--- src/rtl/flash_prog_pkg.sv ---
package flash_prog_pkg;

  typedef enum logic [4:0] {
    ST_IDLE,
    ST_PU_LOW,
    ST_PU_RST,
    ST_PU_PROG,
    ST_FETCH,
    ST_WR_SETUP,
    ST_HV_ON,
    ST_STROBE,
    ST_STROBE_END,
    ST_WAIT_RDY,
    ST_HV_OFF,
    ST_RD_SETUP,
    ST_CLK_HI,
    ST_CLK_LO,
    ST_PD_HV,
    ST_PD_CLK,
    ST_PD_RST,
    ST_DONE
  } fps_state_e;

  localparam logic [3:0] MODE_IDLE  = 4'b0000;
  localparam logic [3:0] MODE_WRITE = 4'b1110;
  localparam logic [3:0] MODE_READ  = 4'b1100;

  // States whose hold time is a pulse width rather than a setup gap.
  function automatic logic is_pulse_state(input fps_state_e s);
    return (s == ST_STROBE) || (s == ST_CLK_HI);
  endfunction

  // Target reset pin held at logic high.
  function automatic logic rst_high(input fps_state_e s);
    return !(s == ST_IDLE || s == ST_PU_LOW || s == ST_PD_RST || s == ST_DONE);
  endfunction

  function automatic logic hv_phase(input fps_state_e s);
    return s == ST_HV_ON || s == ST_STROBE || s == ST_STROBE_END || s == ST_WAIT_RDY;
  endfunction

  function automatic logic write_phase(input fps_state_e s);
    return s == ST_WR_SETUP || hv_phase(s) || s == ST_HV_OFF || s == ST_PD_HV;
  endfunction

  function automatic logic read_phase(input fps_state_e s);
    return s == ST_RD_SETUP || s == ST_CLK_HI || s == ST_CLK_LO;
  endfunction

  function automatic logic drive_phase(input fps_state_e s);
    return s == ST_WR_SETUP || hv_phase(s) || s == ST_PD_HV;
  endfunction

endpackage

--- src/rtl/fps_hold_timer.sv ---
module fps_hold_timer #(
  parameter int W = 4
) (
  input  logic         clk,
  input  logic         rst_n,
  input  logic         load,
  input  logic [W-1:0] load_val,
  output logic         expired
);

  logic [W-1:0] cnt_q;

  always_ff @(posedge clk or negedge rst_n) begin
    if (!rst_n) begin
      cnt_q <= '0;
    end else if (load) begin
      cnt_q <= load_val;
    end else if (cnt_q != '0) begin
      cnt_q <= cnt_q - 1'b1;
    end
  end

  assign expired = (cnt_q == '0);

endmodule

--- src/rtl/fps_ready_watchdog.sv ---
module fps_ready_watchdog #(
  parameter int LIMIT = 1000
) (
  input  logic clk,
  input  logic rst_n,
  input  logic arm,
  output logic hit
);

  localparam int CW = $clog2(LIMIT + 1);

  logic [CW-1:0] cnt_q;

  assign hit = (cnt_q >= CW'(LIMIT));

  always_ff @(posedge clk or negedge rst_n) begin
    if (!rst_n) begin
      cnt_q <= '0;
    end else if (!arm) begin
      cnt_q <= '0;
    end else if (!hit) begin
      cnt_q <= cnt_q + 1'b1;
    end
  end

endmodule

--- src/rtl/fps_addr_counter.sv ---
module fps_addr_counter #(
  parameter int AW = 10
) (
  input  logic          clk,
  input  logic          rst_n,
  input  logic          clr,
  input  logic          inc,
  output logic [AW-1:0] addr,
  output logic          at_top
);

  logic [AW-1:0] addr_q;

  always_ff @(posedge clk or negedge rst_n) begin
    if (!rst_n) begin
      addr_q <= '0;
    end else if (clr) begin
      addr_q <= '0;
    end else if (inc) begin
      addr_q <= addr_q + 1'b1;
    end
  end

  assign addr   = addr_q;
  assign at_top = (addr_q == {AW{1'b1}});

endmodule

--- src/rtl/flash_prog_seq.sv ---
module flash_prog_seq
  import flash_prog_pkg::*;
#(
  parameter int DATA_W      = 8,
  parameter int ADDR_W      = 10,
  parameter int GAP_CYC     = 4,
  parameter int PULSE_CYC   = 8,
  parameter int TIMEOUT_CYC = 1000
) (
  input  logic              clk,
  input  logic              rst_n,
  input  logic              start,
  input  logic              in_valid,
  input  logic [DATA_W-1:0] in_data,
  input  logic              in_last,
  output logic              in_ready,
  output logic              pin_rst,
  output logic              pin_hv_en,
  output logic              pin_xclk,
  output logic              pin_strobe,
  output logic [3:0]        pin_mode,
  output logic [DATA_W-1:0] pin_data_out,
  output logic              pin_data_oe,
  input  logic [DATA_W-1:0] pin_data_in,
  input  logic              pin_ready,
  output logic              done,
  output logic              err_mismatch,
  output logic              err_timeout,
  output logic [ADDR_W-1:0] err_addr
);

  localparam int HOLD_MAX = (GAP_CYC > PULSE_CYC) ? GAP_CYC : PULSE_CYC;
  localparam int HOLD_W   = $clog2(HOLD_MAX + 1);

  fps_state_e state_q, state_d;
  logic [DATA_W-1:0] byte_q;
  logic              last_q;
  logic              err_mm_q, err_to_q;
  logic [ADDR_W-1:0] err_addr_q;

  logic              tmr_done, tmr_load;
  logic [HOLD_W-1:0] tmr_val;
  logic              to_hit, to_arm;
  logic [ADDR_W-1:0] addr;
  logic              at_top;

  // Named internal events, visible to the checker.
  logic ev_start, ev_accept, ev_mismatch, ev_timeout, ev_advance;

  assign ev_start    = start && (state_q == ST_IDLE || state_q == ST_DONE);
  assign ev_accept   = (state_q == ST_FETCH) && in_valid;
  assign ev_mismatch = (state_q == ST_RD_SETUP) && tmr_done && (pin_data_in != byte_q);
  assign ev_timeout  = (state_q == ST_WAIT_RDY) && !pin_ready && to_hit;
  assign ev_advance  = (state_q == ST_CLK_LO) && tmr_done;

  always_comb begin
    state_d = state_q;
    unique case (state_q)
      ST_IDLE:       if (ev_start) state_d = ST_PU_LOW;
      ST_PU_LOW:     if (tmr_done) state_d = ST_PU_RST;
      ST_PU_RST:     if (tmr_done) state_d = ST_PU_PROG;
      ST_PU_PROG:    if (tmr_done) state_d = ST_FETCH;
      ST_FETCH:      if (ev_accept) state_d = ST_WR_SETUP;
      ST_WR_SETUP:   if (tmr_done) state_d = ST_HV_ON;
      ST_HV_ON:      if (tmr_done) state_d = ST_STROBE;
      ST_STROBE:     if (tmr_done) state_d = ST_STROBE_END;
      ST_STROBE_END: if (tmr_done) state_d = ST_WAIT_RDY;
      ST_WAIT_RDY: begin
        if (pin_ready)       state_d = ST_HV_OFF;
        else if (ev_timeout) state_d = ST_PD_HV;
      end
      ST_HV_OFF:     if (tmr_done) state_d = ST_RD_SETUP;
      ST_RD_SETUP: begin
        if (ev_mismatch)   state_d = ST_PD_CLK;
        else if (tmr_done) state_d = ST_CLK_HI;
      end
      ST_CLK_HI:     if (tmr_done) state_d = ST_CLK_LO;
      ST_CLK_LO: begin
        if (ev_advance) state_d = (last_q || at_top) ? ST_PD_CLK : ST_FETCH;
      end
      ST_PD_HV:      if (tmr_done) state_d = ST_PD_CLK;
      ST_PD_CLK:     if (tmr_done) state_d = ST_PD_RST;
      ST_PD_RST:     if (tmr_done) state_d = ST_DONE;
      ST_DONE:       if (ev_start) state_d = ST_PU_LOW;
      default:       state_d = ST_IDLE;
    endcase
  end

  assign tmr_load = (state_d != state_q);
  assign tmr_val  = is_pulse_state(state_d) ? HOLD_W'(PULSE_CYC - 1) : HOLD_W'(GAP_CYC - 1);

  fps_hold_timer #(.W(HOLD_W)) u_hold (
    .clk      (clk),
    .rst_n    (rst_n),
    .load     (tmr_load),
    .load_val (tmr_val),
    .expired  (tmr_done)
  );

  assign to_arm = (state_q == ST_STROBE_END) || (state_q == ST_WAIT_RDY);

  fps_ready_watchdog #(.LIMIT(TIMEOUT_CYC)) u_wdog (
    .clk   (clk),
    .rst_n (rst_n),
    .arm   (to_arm),
    .hit   (to_hit)
  );

  fps_addr_counter #(.AW(ADDR_W)) u_addr (
    .clk    (clk),
    .rst_n  (rst_n),
    .clr    (ev_start),
    .inc    (ev_advance),
    .addr   (addr),
    .at_top (at_top)
  );

  always_ff @(posedge clk or negedge rst_n) begin
    if (!rst_n) begin
      state_q    <= ST_IDLE;
      byte_q     <= '0;
      last_q     <= 1'b0;
      err_mm_q   <= 1'b0;
      err_to_q   <= 1'b0;
      err_addr_q <= '0;
    end else begin
      state_q <= state_d;
      if (ev_start) begin
        err_mm_q   <= 1'b0;
        err_to_q   <= 1'b0;
        err_addr_q <= '0;
        last_q     <= 1'b0;
      end
      if (ev_accept) begin
        byte_q <= in_data;
        last_q <= in_last;
      end
      if (ev_mismatch) begin
        err_mm_q   <= 1'b1;
        err_addr_q <= addr;
      end
      if (ev_timeout) begin
        err_to_q   <= 1'b1;
        err_addr_q <= addr;
      end
    end
  end

  // Pin drive, decoded from the registered state only.
  assign pin_rst      = rst_high(state_q);
  assign pin_strobe   = rst_high(state_q) && (state_q != ST_PU_RST) && (state_q != ST_STROBE);
  assign pin_hv_en    = hv_phase(state_q);
  assign pin_xclk     = (state_q == ST_CLK_HI);
  assign pin_data_oe  = drive_phase(state_q);
  assign pin_data_out = pin_data_oe ? byte_q : '0;

  always_comb begin
    if (write_phase(state_q))
      pin_mode = MODE_WRITE;
    else if (read_phase(state_q) || (state_q == ST_FETCH && addr != '0))
      pin_mode = MODE_READ;
    else
      pin_mode = MODE_IDLE;
  end

  assign in_ready     = (state_q == ST_FETCH);
  assign done         = (state_q == ST_DONE);
  assign err_mismatch = err_mm_q;
  assign err_timeout  = err_to_q;
  assign err_addr     = err_addr_q;

endmodule

--- config.mk ---
export PLATFORM = sky130hd
export DESIGN_NAME = flash_prog_seq
export DESIGN_NICKNAME = d
export VERILOG_FILES = /design/src/rtl/flash_prog_pkg.sv /design/src/rtl/fps_hold_timer.sv /design/src/rtl/fps_ready_watchdog.sv /design/src/rtl/fps_addr_counter.sv /design/src/rtl/flash_prog_seq.sv
export SDC_FILE = /design/constraint.sdc
export NUM_CORES = 1
export LEC_CHECK = 0
export ABC_CLOCK_PERIOD_IN_PS = 4590
export BUFFER_PORTS_ARGS = -buffer_cell sky130_fd_sc_hd__buf_4
export CAP_MARGIN = 20
export CELL_PAD_IN_SITES_DETAIL_PLACEMENT = 0
export CELL_PAD_IN_SITES_GLOBAL_PLACEMENT = 1
export CORE_ASPECT_RATIO = 0.9
export CORE_MARGIN = 8
export CORE_UTILIZATION = 45
export CTS_CLUSTER_DIAMETER = 50
export DETAILED_ROUTE_END_ITERATION = 7
export PLACE_DENSITY_LB_ADDON = 0.1
export SLEW_MARGIN = 20
export SYNTH_ARGS = -nofsm -noshare
export SYNTH_HDL_FRONTEND = slang
export SYNTH_SLANG_ARGS = --single-unit
--- constraint.sdc ---
create_clock -name clk -period 4.59 [get_ports clk]
set_clock_uncertainty 0.1 [all_clocks]
set_input_delay 0.459 -clock clk [delete_from_list [all_inputs] [get_ports clk]]
set_output_delay 0.459 -clock clk [all_outputs]
set_load 0.02 [all_outputs]
## Yosys cells after proc, flatten, opt, wreduce, memory -nomap -nowiden

Cells that the tools add are included.

| word-level totals | value |
|---|---|
| bits in registers | 50 |
| latch bits | 0 |
| memory bits (writable) | 0 |
| memory bits (read-only) | 0 |
| input bits | 22 |
| word-level logic and storage cells | 116 |
| memories kept | 0 |

| operators by class | value |
|---|---|
| add/subtract/negate cells | 3 |
| multipliers | 0 |
| divide/modulo/power cells | 0 |
| order comparisons | 1 |
| equality and inequality tests | 25 |
| shift operators | 0 |
| muxes and demuxes | 38 |
| bitwise operators | 0 |
| reduce and logical (&&, ||, !) cells | 40 |

Operators by type and width:

| kind | number |
|---|---|
| $mux 5 | 19 |
| $pmux 5 s17 | 1 |
| $mux 10 | 7 |
| $eq 5x4->1 const B | 9 |
| $eq 5x3->1 const B | 5 |
| $add 10x1->10 const B | 2 |
| $mux 4 | 5 |
| $logic_or 1x1->1 | 17 |
| $eq 10x10->1 const B | 1 |
| $eq 5x2->1 const B | 2 |
| $eq 5x5->1 const B | 2 |
| $ge 10x10->1 const B | 1 |
| $logic_and 1x1->1 | 10 |
| $reduce_bool 10->1 | 1 |
| $reduce_bool 2->1 | 5 |
| $mux 8 | 1 |
| $ne 8x8->1 | 1 |
| $eq 5x1->1 const B | 1 |
| $logic_not 5->1 | 1 |
| $ne 5x2->1 const B | 1 |
| $ne 5x3->1 const B | 1 |
| $ne 5x5->1 | 1 |
| $logic_not 4->1 | 1 |
| $mux 1 | 4 |
| 7 further kinds | 8 |

## Depth between registers and ports, before layout

| logic depth | value |
|---|---|
| word-level depth | 10 |
| gate-level depth with buffers | 10 |
| depth with buffers taken out | 10 |

## Modules after synthesis

From an unflattened synthesis, not the netlist that was laid out.

| unflattened totals | value |
|---|---|
| cell total of the unflattened synthesis | 322 |
| area total of the unflattened synthesis | 3,019.1 µm² |

By module, submodules not included:

| module | times used | cells an instance | area each (µm²) |
|---|---|---|---|
| flash_prog_seq | 1 | 187 | 1,710.4 |
| fps_ready_watchdog | 1 | 63 | 581.8 |
| fps_addr_counter | 1 | 49 | 494.2 |
| fps_hold_timer | 1 | 23 | 232.7 |

## Worst setup path after synthesis

Ideal clock, no wire load.

| path | value |
|---|---|
| kind | register -> register |
| from | reg u_hold.cnt_q[0] |
| to | reg u_hold.cnt_q[2] |
| library setup time | 79 ps |
| arrival time | 2,382 ps |
| required time | 4,411 ps |
| path slack | 2,029 ps |
| stages on the path, launching flop included | 11 |
| path buffers | 0 |
| clock period less this slack | 2,561 ps |
| path through | dfrtp_1 > inv_1 > ha_1 > nor4bb_1 > mux2_2 > a211oi_1 > inv_2 > nor2_1 > o21ai_1 > nor3_2 > mux2i_1 |

| between the ends | value |
|---|---|
| longest elaborated chain between the ends | 9 |

RTL lines:

| what | line | text |
|---|---|---|
| start, declared | fps_hold_timer.sv:11 | `logic [W-1:0] cnt_q;` |
| start signal, assigned | fps_hold_timer.sv:17 | `cnt_q <= load_val;` |
| start signal, assigned | fps_hold_timer.sv:19 | `cnt_q <= cnt_q - 1'b1;` |
| $logic_not 4->1 * | fps_hold_timer.sv:23 | `assign expired = (cnt_q == '0);` |
| $logic_and 1x1->1 (2 in series) | flash_prog_seq.sv:52 | `assign ev_mismatch = (state_q == ST_RD_SETUP) && tmr_done && (pin_data_in != byte_q);` |
| $mux 5 | flash_prog_seq.sv:74 | `if (ev_mismatch) state_d = ST_PD_CLK;` |
| $pmux 5 s17 * | flash_prog_seq.sv:58 | `unique case (state_q)` |
| via state_d[2] | flash_prog_seq.sv:35 | `fps_state_e state_q, state_d;` |
| $eq 5x3->1 or $eq 5x4->1 (tied branches) | flash_prog_pkg.sv:30 | `return (s == ST_STROBE) \|\| (s == ST_CLK_HI);` |
| $logic_or 1x1->1 | flash_prog_pkg.sv:30 |  |
| $mux 3 | flash_prog_seq.sv:90 | `assign tmr_val = is_pulse_state(state_d) ? HOLD_W'(PULSE_CYC - 1) : HOLD_W'(GAP_CYC - 1);` |
| $mux 4 | fps_hold_timer.sv:16 | `end else if (load) begin` |

The timed path passes the listed nets; every way through them passes the cells marked *. The select of a mux whose other input is x is not followed.
A chain may end at the register's enable or synchronous reset.

## Worst setup path in the final report

| path | value |
|---|---|
| from | reg state_q[3] |
| to | reg u_hold.cnt_q[2] |

| between the ends | value |
|---|---|
| longest elaborated chain between the ends | 10 |

RTL lines:

| what | line | text |
|---|---|---|
| start, declared | flash_prog_seq.sv:35 |  |
| start signal, assigned | flash_prog_seq.sv:127 | `state_q <= state_d;` |
| $eq 5x4->1 | flash_prog_seq.sv:53, flash_prog_seq.sv:58 |  |
| $logic_and 1x1->1 (2 in series) | flash_prog_seq.sv:53 | `assign ev_timeout = (state_q == ST_WAIT_RDY) && !pin_ready && to_hit;` |
| $mux 5 | flash_prog_seq.sv:70 | `else if (ev_timeout) state_d = ST_PD_HV;` |
| $mux 5 | flash_prog_seq.sv:69 | `if (pin_ready) state_d = ST_HV_OFF;` |
| $pmux 5 s17 * | flash_prog_seq.sv:58 |  |
| via state_d[2] | flash_prog_seq.sv:35 |  |
| $eq 5x3->1 or $eq 5x4->1 (tied branches) | flash_prog_pkg.sv:30 |  |
| $logic_or 1x1->1 | flash_prog_pkg.sv:30 |  |
| $mux 3 | flash_prog_seq.sv:90 |  |
| $mux 4 | fps_hold_timer.sv:16 |  |

The timed path passes the listed nets; every way through them passes the cells marked *.

==> reports/metrics.cfg <==
[floorplanning]
io_pins = 53
rows = 28
die-area_um2 = 9350
initial_core_util = 0.454
die_h_um = 92.5
die_w_um = 101
core_um2 = 6450

[drt]
drtIter0Drc = 71
drt-pass1-iter-count = 5
wirelength_mm = 6.96
via_count = 2380
wl_per_cell_um = 15.4
via_per_inst = 5.25
drc = 0
antenna_left = 0

[timing]
setup_viol_count_final = 0
period_share = 0.661
slew_headroom = 0.521
tightest_slew_ns = 0.713
timing.hold.ws_ns = 0.0625
fmax_mhz = 329
slew_violations = 0
tns_ns = 0
hold_viol_final = 0
fin_crit_ns = 3.04
rsz0062_at_grt = no

[critical_path]
reg2reg_depth = 8
arrival_ns = 3.17
end_kind = flip-flop
path_class = reg2reg
crit_fanout = 20
start_kind = flip-flop
worstPathRequired_ns = 4.72

[synthesis]
synthFlopType = dfrtp_1
syn_inst = 320
synth_fp_nets = 347
netlist_area_um2 = 2930
ys_async_sr_fraction = 1.00
ys_warn_count = 0
synth_cell_types = 57
synth_area_per_cell_um2 = 9.15
ys_seq_area_frac = 0.427
synth-seq-cells = 50
synth_edf_count = 0

[clocking]
htree_num_levels = 2
cts_setup_buffers = 0
cts.sinks = 50
ctsHoldBuffers = 0
cts_buffers = 5
clk_latency_ns = 0.30
cts_root_buffer = clkbuf_8
clk_pin_slew_ns = 0.09
ctsResizeCount = 0
cts.path.max_buffers = 2
cts_tree = done

[placement]
io_buffers = 51
place_congestion = 0.809
detailed_place.area_um2 = 3350
hpwl_mm = 5.19

[pwr]
power.density_nw_per_um2 = 370
leakage_nw = 1.61
peakVddDrop_uv = 189

[final_layout]
n_fill_cell = 647
n_antenna_cell = 0
final_layout_size_suffix_gt1_frac = 0.229
syn_to_final_growth_pct = 18.2
final_nets = 389
stdcell_area_um2 = 3460

[flow_run]
maxCapViolations = 0

[grt]
grt.met2_usage = 0.251
grt_pass1_wl_mm = 11.8
grt_use_total = 0.158
grt_pass1_vias = 2297
grt.busiest_layer = met2
grt_util_met3 = 0.0337
antenna_found_initial = 0
overflow = 0
grt_max_degree = 51
met1_usage = 0.214

[worst_hold_path]
hold_path.class = in2async

[status]
outcome = finished clean

## metrics by stage
stage / total power [mW] / worst slack (ns) / util / cells
after global routing: 1.37 / 1.30 / 0.537 / 453
after global placement: 0.977 / 1.61 / 0.520 / 445
after detailed placement: 0.982 / 1.60 / 0.520 / 445
after CTS: 1.29 / 1.57 / 0.537 / 453
final: 1.28 / 1.55 / 0.537 / 453
after floorplan: 0.850 / 2.03 / - / 320
## path summary, 6_finish.rpt
| check | from | to | slack [ns] |
|---|---|---|---|
| max in group asynchronous | rst_n | u_addr.addr[6]$_DFFE_PN0P_ | 3.90 |
| min in group clk | in_last | last_q$_DFFE_PN0P_ | 0.28 |
| min | rst_n | u_hold.cnt_q[0]$_DFFE_PN0P_ | 0.06 |
| max | state_q[3]$_DFF_PN0_ | u_hold.cnt_q[2]$_DFFE_PN0P_ | 1.55 |
| max reg2reg | state_q[3]$_DFF_PN0_ | u_hold.cnt_q[2]$_DFFE_PN0P_ | 1.55 |
| min reg2reg | err_timeout$_DFFE_PN0P_ | err_timeout$_DFFE_PN0P_ | 0.41 |
## per-layer routing
| layer | part of all wire | routed length, um |
|---|---|---|
| met5 | 0 | 0 |
| met4 | 0.0098 | 68 |
| met3 | 0.045 | 312 |
| met2 | 0.47 | 3300 |
| met1 | 0.47 | 3270 |
## cells in the mapped netlist (3+ instances only)
master	n	area share
inv_1	18	0.023
nor3_1	7	0.012
nor2_1	32	0.041
o21ai_1	8	0.014
clkbuf_1	9	0.012
nand2_1	24	0.031
nor2b_1	8	0.017
ha_1	5	0.021
nor4_1	5	0.011
a31oi_1	3	0.0064
nand3_1	15	0.026
and2_1	9	0.019
a21oi_1	13	0.022
or3_1	3	0.0064
nand4_1	5	0.011
xnor2_1	14	0.042
buf_2	5	0.0085
nand2b_1	6	0.013
or2_2	3	0.0064
xor2_1	12	0.036
dfrtp_1	50	0.43
nor4b_1	3	0.0090
o21ai_0	10	0.017
mux2_2	9	0.035
mux2i_1	3	0.010
## cell families after synthesis
group,count (synthesis),share of synthesized area
and+or+nand+nor,136,0.256
AOI/OAI and AO/OA,55,0.122
DFF,50,0.427
buffers and inverters,35,0.0496
xor gates and xnor gates,26,0.0778
muxes,12,0.0449
adders and majority gates,5,0.0214
other,1,0.00128
## sequential cells by signal, summed over array words and instances, names as in the netlist
signal,count
byte_q,8
err_addr,10
err_mismatch,1
err_timeout,1
last_q,1
state_q,5
u_addr.addr,10
u_hold.cnt_q,4
u_wdog.cnt_q,10
## report_power, final
group | switching [mW] | internal (mW) | total [mW]
Sequential | 0.0714 | 0.487 | 0.558
Clock | 0.145 | 0.163 | 0.308
Combinational | 0.233 | 0.181 | 0.414
Total | 0.450 | 0.830 | 1.28
## cell type report
cell class / count / area, um2 / area share
Multi-Input combinational cell: 235 / 1530 / 0.443
Sequential cell: 50 / 1250 / 0.361
Timing Repair Buffer: 51 / 383 / 0.111
Tap cell: 90 / 113 / 0.0325
Clock buffer: 6 / 72.6 / 0.0210
Inverter: 19 / 71.3 / 0.0206
Clock inverter: 2 / 37.5 / 0.0108
## critical path, stage by stage, from the launching register on
cell	delay (ns)
dfrtp_1	0.72
or3b_1	0.50
nor4_2	0.64
a211oi_1	0.20
inv_2	0.11
o211a_1	0.14
o21ai_1	0.09
nor3_2	0.25
mux2i_1	0.21
## layout by cell type (no fill, tap or decap), types with 2 or more instances in the layout
cell and instances:
a21o_1 2, a211o_1 2, o21ai_0 10, nand2b_1 6
nor3_1 7, o211ai_1 2, nor2b_1 8, inv_1 18
o21ai_1 8, a21oi_1 13, mux2_2 9, xnor2_1 14
ha_1 5, and2_1 9, or2_2 3, a211oi_1 2
clkbuf_8 5, xor2_1 12, nand2_1 24, nor2_1 31
nor4_1 5, or3_1 3, mux2i_1 3, a22oi_1 2
a31oi_1 3, nor3_2 2, or3b_1 2, and3_1 2
nand3_1 15, nand4_1 5, nor4b_1 3, dfrtp_1 50
buf_4 51
Note: power is estimated with default switching activity, not from simulation.
